$ cat src/rtl/pwm_edge_pkg.sv
package pwm_edge_pkg;
  localparam int unsigned REG_W        = 8;
  localparam int unsigned WA_PRESCALE  = 0;
  localparam int unsigned WA_PERIOD    = 1;
  localparam int unsigned WA_EN_BASE   = 2;
  localparam int unsigned WA_EDGE_BASE = 4;
  localparam int unsigned WA_SYNC      = 57;  // byte 0xE4
endpackage

$ cat src/rtl/pwm_edge_timebase.sv
module pwm_edge_timebase #(
  parameter int unsigned W = 8
) (
  input  logic         clk_i,
  input  logic         rst_ni,
  input  logic [W-1:0] prescale_i,
  input  logic [W-1:0] period_i,
  output logic [W-1:0] step_o,
  output logic         step_start_o,
  output logic         boundary_o
);
  logic [W-1:0] pre_q, step_q;
  logic         tick;

  assign tick         = (pre_q >= prescale_i);
  assign boundary_o   = tick && (step_q >= period_i);
  assign step_start_o = (pre_q == '0);
  assign step_o       = step_q;

  always_ff @(posedge clk_i or negedge rst_ni) begin
    if (!rst_ni) begin
      pre_q  <= '0;
      step_q <= '0;
    end else begin
      pre_q <= tick ? '0 : pre_q + W'(1);
      if (tick) step_q <= (step_q >= period_i) ? '0 : step_q + W'(1);
    end
  end
endmodule

$ cat src/rtl/pwm_edge_channel.sv
module pwm_edge_channel #(
  parameter int unsigned W      = 8,
  parameter bit          SHADOW = 1'b0
) (
  input  logic         clk_i,
  input  logic         rst_ni,
  input  logic         wr_rise_i,
  input  logic         wr_fall_i,
  input  logic [W-1:0] wdata_i,
  input  logic         commit_i,
  input  logic         en_i,
  input  logic [W-1:0] step_i,
  input  logic         step_start_i,
  output logic [W-1:0] rise_o,
  output logic [W-1:0] fall_o,
  output logic         pwm_o
);
  logic [W-1:0] rise_q, fall_q;
  logic         out_q, hit_r, hit_f;

  if (SHADOW) begin : g_staged
    logic [W-1:0] rise_stg_q, fall_stg_q;
    always_ff @(posedge clk_i or negedge rst_ni) begin
      if (!rst_ni) begin
        rise_stg_q <= '0;
        fall_stg_q <= '0;
        rise_q     <= '0;
        fall_q     <= '0;
      end else begin
        if (wr_rise_i) rise_stg_q <= wdata_i;
        if (wr_fall_i) fall_stg_q <= wdata_i;
        if (commit_i) begin
          rise_q <= rise_stg_q;
          fall_q <= fall_stg_q;
        end
      end
    end
  end else begin : g_direct
    always_ff @(posedge clk_i or negedge rst_ni) begin
      if (!rst_ni) begin
        rise_q <= '0;
        fall_q <= '0;
      end else begin
        if (wr_rise_i) rise_q <= wdata_i;
        if (wr_fall_i) fall_q <= wdata_i;
      end
    end
  end

  assign hit_r = (step_i == rise_q);
  assign hit_f = (step_i == fall_q);

  // edges are evaluated once per step, on its first clock
  always_ff @(posedge clk_i or negedge rst_ni) begin
    if (!rst_ni)                out_q <= 1'b0;
    else if (!en_i)             out_q <= 1'b0;
    else if (step_start_i) begin
      if (hit_r && hit_f)       out_q <= ~out_q;
      else if (hit_r)           out_q <= 1'b1;
      else if (hit_f)           out_q <= 1'b0;
    end
  end

  assign rise_o = rise_q;
  assign fall_o = fall_q;
  assign pwm_o  = out_q;
endmodule

$ cat src/rtl/pwm_edge_gen.sv
module pwm_edge_gen
  import pwm_edge_pkg::*;
#(
  parameter int unsigned          N_CH        = 16,
  parameter int unsigned          ADDR_W      = 6,
  parameter logic [N_CH-1:0]      SHADOW_MASK = 16'hFF00
) (
  input  logic              clk_i,
  input  logic              rst_ni,
  input  logic              bus_req_i,
  input  logic              bus_we_i,
  input  logic [ADDR_W-1:0] bus_addr_i,
  input  logic [REG_W-1:0]  bus_wdata_i,
  output logic [REG_W-1:0]  bus_rdata_o,
  output logic [N_CH-1:0]   pwm_o
);
  localparam int unsigned N_BANKS = (N_CH + REG_W - 1) / REG_W;

  logic [REG_W-1:0]         presc_q, per_q, step;
  logic [N_BANKS*REG_W-1:0] en_q;
  logic                     pend_q, wr, sync_wr, step_start, boundary, commit;
  logic [N_CH-1:0]          wr_rise, wr_fall;
  logic [N_CH-1:0][REG_W-1:0] rise_act, fall_act;

  assign wr      = bus_req_i && bus_we_i;
  assign sync_wr = wr && (bus_addr_i == ADDR_W'(WA_SYNC));
  assign commit  = boundary && pend_q;

  always_ff @(posedge clk_i or negedge rst_ni) begin
    if (!rst_ni) begin
      presc_q <= '0;
      per_q   <= '0;
      pend_q  <= 1'b0;
    end else begin
      if (wr && bus_addr_i == ADDR_W'(WA_PRESCALE)) presc_q <= bus_wdata_i;
      if (wr && bus_addr_i == ADDR_W'(WA_PERIOD))   per_q   <= bus_wdata_i;
      if (sync_wr)       pend_q <= 1'b1;
      else if (boundary) pend_q <= 1'b0;
    end
  end

  for (genvar k = 0; k < N_BANKS; k++) begin : g_en
    always_ff @(posedge clk_i or negedge rst_ni) begin
      if (!rst_ni) en_q[k*REG_W +: REG_W] <= '0;
      else if (wr && bus_addr_i == ADDR_W'(WA_EN_BASE + k))
        en_q[k*REG_W +: REG_W] <= bus_wdata_i;
    end
  end

  pwm_edge_timebase #(.W(REG_W)) i_timebase (
    .clk_i       (clk_i),
    .rst_ni      (rst_ni),
    .prescale_i  (presc_q),
    .period_i    (per_q),
    .step_o      (step),
    .step_start_o(step_start),
    .boundary_o  (boundary)
  );

  for (genvar c = 0; c < N_CH; c++) begin : g_ch
    assign wr_rise[c] = wr && (bus_addr_i == ADDR_W'(WA_EDGE_BASE + 2*c));
    assign wr_fall[c] = wr && (bus_addr_i == ADDR_W'(WA_EDGE_BASE + 2*c + 1));

    pwm_edge_channel #(.W(REG_W), .SHADOW(SHADOW_MASK[c])) i_channel (
      .clk_i       (clk_i),
      .rst_ni      (rst_ni),
      .wr_rise_i   (wr_rise[c]),
      .wr_fall_i   (wr_fall[c]),
      .wdata_i     (bus_wdata_i),
      .commit_i    (commit),
      .en_i        (en_q[c]),
      .step_i      (step),
      .step_start_i(step_start),
      .rise_o      (rise_act[c]),
      .fall_o      (fall_act[c]),
      .pwm_o       (pwm_o[c])
    );
  end

  always_comb begin
    bus_rdata_o = '0;
    if (bus_addr_i == ADDR_W'(WA_PRESCALE)) bus_rdata_o = presc_q;
    if (bus_addr_i == ADDR_W'(WA_PERIOD))   bus_rdata_o = per_q;
    for (int k = 0; k < N_BANKS; k++)
      if (bus_addr_i == ADDR_W'(WA_EN_BASE + k)) bus_rdata_o = en_q[k*REG_W +: REG_W];
    for (int c = 0; c < N_CH; c++) begin
      if (bus_addr_i == ADDR_W'(WA_EDGE_BASE + 2*c))     bus_rdata_o = rise_act[c];
      if (bus_addr_i == ADDR_W'(WA_EDGE_BASE + 2*c + 1)) bus_rdata_o = fall_act[c];
    end
  end
endmodule

$ cat config.mk
export PLATFORM = sky130hd
export DESIGN_NAME = pwm_edge_gen
export DESIGN_NICKNAME = d
export VERILOG_FILES = /design/src/rtl/pwm_edge_pkg.sv /design/src/rtl/pwm_edge_timebase.sv /design/src/rtl/pwm_edge_channel.sv /design/src/rtl/pwm_edge_gen.sv
export SDC_FILE = /design/constraint.sdc
export NUM_CORES = 1
export LEC_CHECK = 0
export ABC_AREA = 1
export CORE_UTILIZATION = 30
export CTS_CLUSTER_DIAMETER = 100
export DETAILED_ROUTE_END_ITERATION = 8
export GPL_TIMING_DRIVEN = 0
export PLACE_DENSITY = 0.53
export SLEW_MARGIN = 20
export SYNTH_ARGS = -nofsm -noshare
export SYNTH_HDL_FRONTEND = slang
export SYNTH_SLANG_ARGS = --single-unit
export TNS_END_PERCENT = 5
$ cat constraint.sdc
create_clock -name clk_i -period 6.15 [get_ports clk_i]
set_clock_uncertainty 0.2 [all_clocks]
set_input_delay 0.9225 -clock clk_i [delete_from_list [all_inputs] [get_ports clk_i]]
set_output_delay 0.9225 -clock clk_i [all_outputs]
set_load 0.05 [all_outputs]
# Yosys cells after proc, flatten, opt, wreduce, memory -nomap -nowiden
# Cells that the tools add are included.
[totals]
out_inout_bits = 24
register_bits = 449
[op_classes]
magnitude_cmp = 2
muxes = 120
reduce_logical = 75
bitwise = 16
add_sub_neg = 2
eq_ne = 100
[ops]
columns = ["op", "n"]
rows = [
  ["two-way mux 8 bit", 38],
  ["== test 8 bit", 32],
  ["== test 6 x 5 -> 1 bit (second input constant)", 16],
  ["two-way mux 1 bit", 82],
  ["!= test 4 x 1 -> 1 bit (second input constant)", 16],
  ["logical AND 1 bit", 56],
  ["== test 6 x 4 -> 1 bit (second input constant)", 8],
  ["!= test 2 x 1 -> 1 bit (second input constant)", 16],
  ["AND reduction 2 bit", 16],
  ["== test 6 bit (second input constant)", 5],
  ["== test 6 x 3 -> 1 bit (second input constant)", 4],
  ["adder 8 x 1 -> 8 bit (second input constant)", 2],
  ["greater-or-equal comparator 8 bit", 2],
  ["NOT 1 bit", 16],
  ["== test 6 x 2 -> 1 bit (second input constant)", 2],
  ["zero test 8 bit", 1],
  ["== test 6 x 1 -> 1 bit (second input constant)", 1],
  ["zero test 6 bit", 1],
  ["nonzero test 2 bit", 1],
]

# Logic depth before layout (Yosys ltp)
[logic_depth]
depth_word = 37
mapped_depth = 26
ltp_nobuf = 26

# Cells and area by module
# Synthesis repeated with hierarchy kept, for this count alone.
[hier_totals]
cells_unflattened = 3290
hier_area_um2 = 24743.7
[modules_own_cells]
columns = ["mod", "seq_area_each_um2", "area_each_um2", "instances", "cells_each"]
rows = [
  ["pwm_edge_channel at g_ch[10].i_channel ...", 825.8, 1490.2, 8, 164],
  ["pwm_edge_channel at g_ch[0].i_channel ...", 425.4, 905.9, 8, 125],
  ["pwm_edge_gen", 825.8, 4182.8, 1, 800],
  ["pwm_edge_timebase", 400.4, 1392.6, 1, 178],
]

# Worst setup path after synthesis
# No wires, ideal clock.
[synth_path]
kind = "input port to output port"
start = "input port bus_addr_i[5]"
end = "output port bus_rdata_o[3]"
t_arrival_ns = 3.111
stages = 22
path_slack_ns = 1.917
path_cell_list = "nor2_2 inv_2 buf_6 nor2_8 inv_2 or2_0 nand2_1 nand3_1 nand2_1 nand4_1 nand2_1 nand4_1 nor2_1 nand3_1 nand2_1 nand4_1 nor2_1 nand4_1 nor2_1 nand4_1 nor2_1 nand4_1"
[synth_between]
elab_chain_cells = 37
elab_cells_between_ends = 72
cone_classes = "eq/ne: 35; mux: 36; reduce/logical: 1"
[synth_lines]
columns = ["item", "line", "source"]
rows = [
  ["from (decl)", "pwm_edge_gen.sv:12", "input logic [ADDR_W-1:0] bus_addr_i,"],
  ["zero test 6 bit", "pwm_edge_gen.sv:82", "if (bus_addr_i == ADDR_W'(WA_PRESCALE)) bus_rdata_o = presc_q;"],
  ["two-way mux 8 bit", "pwm_edge_gen.sv:82", ""],
  ["two-way mux 8 bit", "pwm_edge_gen.sv:83", "if (bus_addr_i == ADDR_W'(WA_PERIOD)) bus_rdata_o = per_q;"],
  ["two-way mux 8 bit (2 in a row)", "pwm_edge_gen.sv:85", "if (bus_addr_i == ADDR_W'(WA_EN_BASE + k)) bus_rdata_o = en_q[k*REG_W +: REG_W];"],
  ["two-way mux 8 bit", "pwm_edge_gen.sv:87", "if (bus_addr_i == ADDR_W'(WA_EDGE_BASE + 2*c)) bus_rdata_o = rise_act[c];"],
  ["two-way mux 8 bit", "pwm_edge_gen.sv:88", "if (bus_addr_i == ADDR_W'(WA_EDGE_BASE + 2*c + 1)) bus_rdata_o = fall_act[c];"],
  ["two-way mux 8 bit", "pwm_edge_gen.sv:87", ""],
  ["two-way mux 8 bit", "pwm_edge_gen.sv:88", ""],
  ["[20 not listed]", "--", ""],
  ["two-way mux 8 bit", "pwm_edge_gen.sv:87", ""],
  ["two-way mux 8 bit", "pwm_edge_gen.sv:88", ""],
  ["two-way mux 8 bit", "pwm_edge_gen.sv:87", ""],
  ["two-way mux 8 bit", "pwm_edge_gen.sv:88", ""],
  ["two-way mux 8 bit", "pwm_edge_gen.sv:87", ""],
  ["two-way mux 8 bit", "pwm_edge_gen.sv:88", ""],
  ["two-way mux 8 bit", "pwm_edge_gen.sv:87", ""],
  ["two-way mux 8 bit (*)", "pwm_edge_gen.sv:88", ""],
  ["to (decl)", "pwm_edge_gen.sv:14", "output logic [REG_W-1:0] bus_rdata_o,"],
]
# Every way passes the cells marked *; elsewhere a longest branch is shown, timed or not.

# Final worst setup path
# Same ends and word-level chain as after synthesis.

==> key figures <==
Worst setup path
  – CP arrival: 5.17 ns
  – Crit Path Class: input port to output pin
  – CP Launch Point: bus_addr_i[5]
  – Critical Path RT: 5.03 ns
  – FF-to-FF Start: i_timebase.step_o[0]
  – Worst-path fanout max: 10
  – Startpoint types: input port
  – Endpoint type of the worst setup path: output pin

Placement
  – GPL Wtd Cong: 0.994
  – Post-DP HPWL: 63,800 um
  – Worst slack, placed: -0.623 ns
  – DP Area: 24,300 um^2
  – Port Buffer Count: 41

Floorplan
  – Die area: 76,100 um^2
  – Rows: 100
  – Starting Density: 30.3%
  – Ports: 42
  – Core box area: 74,300 um^2
  – Die height: 276 um
  – DIE WIDTH: 276 um

Routing
  – Routed WL: 91,200 um
  – Met2 Routed Length: 40,900 um
  – Met3 WL: 7750 um
  – Uppermost layer routed: met4
  – Routed vias/inst: 5.27
  – Wire per inst: 24.7 um
  – Number of iterations in the first detailed-routing pass: 6
  – Detailed-route wire length on metal 1: 38,800 um
  – Post-route ant nets: 0
  – Vias: 19,463
  – First DRT Iteration DRCs: 2,309
  – DR DRC count: 0

Worst hold path
  – HP Start: g_ch[9].i_channel.g_staged.rise_stg_q[0]
  – Hold Path Class: flip-flop to flip-flop

Synthesis
  – Synth async-reset ratio: 100%
  – Number of enable flip-flop cells after synthesis: 0
  – Ys Warns: 0
  – Post-synthesis sequential area ratio: 49.9%
  – Synthesized net count: 2,617
  – Synthesized area: 22,500 um^2
  – Syn Area/Cell: 8.72 um^2
  – FF+latch count, synth: 449
  – Most common flop cell mapped by yosys: dfrtp_1
  – Mapped Cells: 2,580
  – Netlist cell types: 47

Clocking
  – Clk pin slew, worst setup/hold paths: 0.06 ns
  – H-tree levels: 2
  – CTS Buf Count: 50
  – Clock Tree Buf Depth: 3
  – CTS root buffer: clkbuf_16
  – CTS tree: built
  – Skew-Pair Late Insertion Delay: 0.63 ns
  – Sink Count: 449
  – Post-CTS Setup Bufs: 0

Layout
  – Area grow syn2layout: 15.9%
  – Final Cell Area: 26,100 um^2
  – Fraction of layout cells with a size suffix above 1: 8.05%
  – Nets: 2,717
  – Filler cell count: 7,849

Power
  – Static Leak: 12.3 nW
  – VDD IR max: 0.207 mV
  – Power Total: 0.00878 W
  – Power Density: 337 nW/um^2

Timing
  – RSZ-0062 raised after global routing: true
  – Final setup viols: 1
  – Worst-Margin Slew: 1.27 ns
  – Fin crit share: 102%
  – Hold Vio Cnt, Final: 0
  – Max-slew headroom: 15.2%
  – Post-route worst setup slack: -0.146 ns
  – Final Critical Period: 6.30 ns
  – Hold_ws: 0.273 ns
  – Max-slew violation count: 0
  – Fmax: 0.159 GHz

Global route
  – Number of global-route vias before repair: 18,668
  – Initial antenna violation count: 8
  – Global-route wire length before repair: 132,000 um
  – Total gr overflow: 0
  – Total track usage: 24.1%
  – Largest net degree at the start of global routing: 94

Flow run
  – MaxCap Viol Count: 0

Status
  – Status: finished with violations
  – Violated checks: negative setup slack
==> critical path, stage by stage <==
cell and delay, ns:
clkdlybuf4s50_1 0.55, nor2_2 0.22, inv_2 0.10, buf_6 0.17, nor2_8 0.19, inv_2 0.06
or2_0 0.22, nand2_1 0.08, nand3_1 0.12, nand2_1 0.10, nand4_1 0.16, nand2_1 0.14
nand4_1 0.14, nor2_1 0.19, nand3_1 0.22, nand2_1 0.12, nand4_1 0.15, nor2_2 0.22
nand4_1 0.16, nor2_1 0.11, nand4_1 0.22, nor2_1 0.20, nand4_1 0.13, buf_2 0.24
==> cells by family (layout without fill, tap and decap cells) <==
| logic type | count (synthesis) | in the layout | share of synthesized area [%] |
|---|---|---|---|
| compound gates | 484 | 484 | 11.7 |
| xor+xnor | 179 | 179 | 6.97 |
| fa+ha+maj | 19 | 19 | 1.06 |
| buf+inv | 312 | 451 | 5.98 |
| flops | 449 | 449 | 49.9 |
| mux | 92 | 92 | 4.60 |
| other cells | 0 | 6 | 0 |
| simple gates | 1045 | 1045 | 19.7 |
==> report_power, final <==
group	leakage, nW	total, W	internal, W	switching [W]
Clock	0.862	0.00323	0.00188	0.00134
Combinational	5.33	0.00199	0.000643	0.00135
Sequential	6.14	0.00356	0.00328	0.000282
Total	12.3	0.00878	0.00580	0.00297
==> worst paths after layout <==
check                                               end  slack, ns  cells after the start
max reg2reg                 g_ch[9].i_channel.fall_o[2]       1.49                     18
min in group asynchronous   g_ch[0].i_channel.fall_o[1]       0.58                      2
min                         g_ch[9].i_channel.rise_o[0]       0.27                      1
max                                      bus_rdata_o[3]      -0.15                     24
min reg2reg                 g_ch[9].i_channel.rise_o[0]       0.27                      1
max in group asynchronous  g_ch[13].i_channel.fall_o[6]       3.63                      5
==> area by class of cell <==
class	instances	area, um^2	area share [%]
flip-flops and latches	449	11200	43.1
repair buffers	48	541	2.07
plain buffers	143	737	2.83
diodes	6	15.0	0.0576
clock buffers	72	1470	5.65
well taps	969	1210	4.65
inverters	169	634	2.43
multi-input cells	1819	9960	38.2
clock inverters	19	267	1.02
==> synth_stat cells (all sizes together), types with 11 or more instances <==
| library cell | n | share of area [%] |
|---|---|---|
| nor2 | 166 | 3.0 |
| dfrtp | 449 | 50 |
| a21oi | 86 | 1.9 |
| ha | 19 | 1.1 |
| nand3 | 37 | 0.82 |
| buf | 48 | 1.6 |
| xor2 | 120 | 4.7 |
| or2 | 32 | 0.89 |
| xnor2 | 59 | 2.3 |
| o22ai | 27 | 0.75 |
| nand2 | 674 | 11 |
| nand4 | 77 | 2.1 |
| nor3 | 34 | 0.83 |
| o21ai | 313 | 7.0 |
| mux2 | 92 | 4.6 |
| o2111ai | 11 | 0.43 |
| clkbuf | 95 | 1.6 |
| inv | 167 | 2.8 |
| nor4 | 22 | 0.64 |
==> routing by layer <==
metal	vias up	GRT usage [%]
met4	0	9.59
met1	9651	33.0
met5	-	0
met2	860	37.5
li1	8754	-
met3	198	4.38
==> sequential cells by signal, summed over array words and instances, names as in the netlist <==
signal,flops
g_ch.i_channel.rise_o,128
presc_q,8
i_timebase.step_o,8
pend_q,1
en_q,16
g_ch.i_channel.g_staged.fall_stg_q,64
g_ch.i_channel.fall_o,128
per_q,8
i_timebase.pre_q,8
g_ch.i_channel.g_staged.rise_stg_q,64
g_ch.i_channel.pwm_o,16
==> per-stage QoR <==
stage               cells  util, %  TNS [ns]
floorplan            2580        -         0
global placement     3590     32.5  -7599.87
detailed placement   3596     32.7     -3.06
CTS                  3688     35.1    -0.490
global route         3688     35.1    -0.196
finish               3694     35.1    -0.146
==> layout by cell type, fill, tap and decap left out, types with 21 or more instances in the layout <==
| cell type | instances |
|---|---|
| a21oi_1 | 86 |
| buf_4 | 25 |
| clkbuf_1 | 93 |
| clkbuf_16 | 50 |
| clkdlybuf4s50_1 | 28 |
| dfrtp_1 | 449 |
| inv_1 | 157 |
| mux2_1 | 85 |
| nand2_1 | 673 |
| nand3_1 | 37 |
| nand4_1 | 77 |
| nor2_1 | 149 |
| nor3_1 | 30 |
| nor4_1 | 21 |
| o21ai_0 | 312 |
| o22ai_1 | 27 |
| or2_2 | 26 |
| xnor2_1 | 59 |
| xor2_1 | 120 |
==> what timing repair did <==
item,4_1_cts,5_1_grt
endpoints found under the hold margin,30,0
endpoints found under the setup margin,8,8
hold buffers,1,0
gates resized for setup,14,20
(Power assumes the default switching activity.)
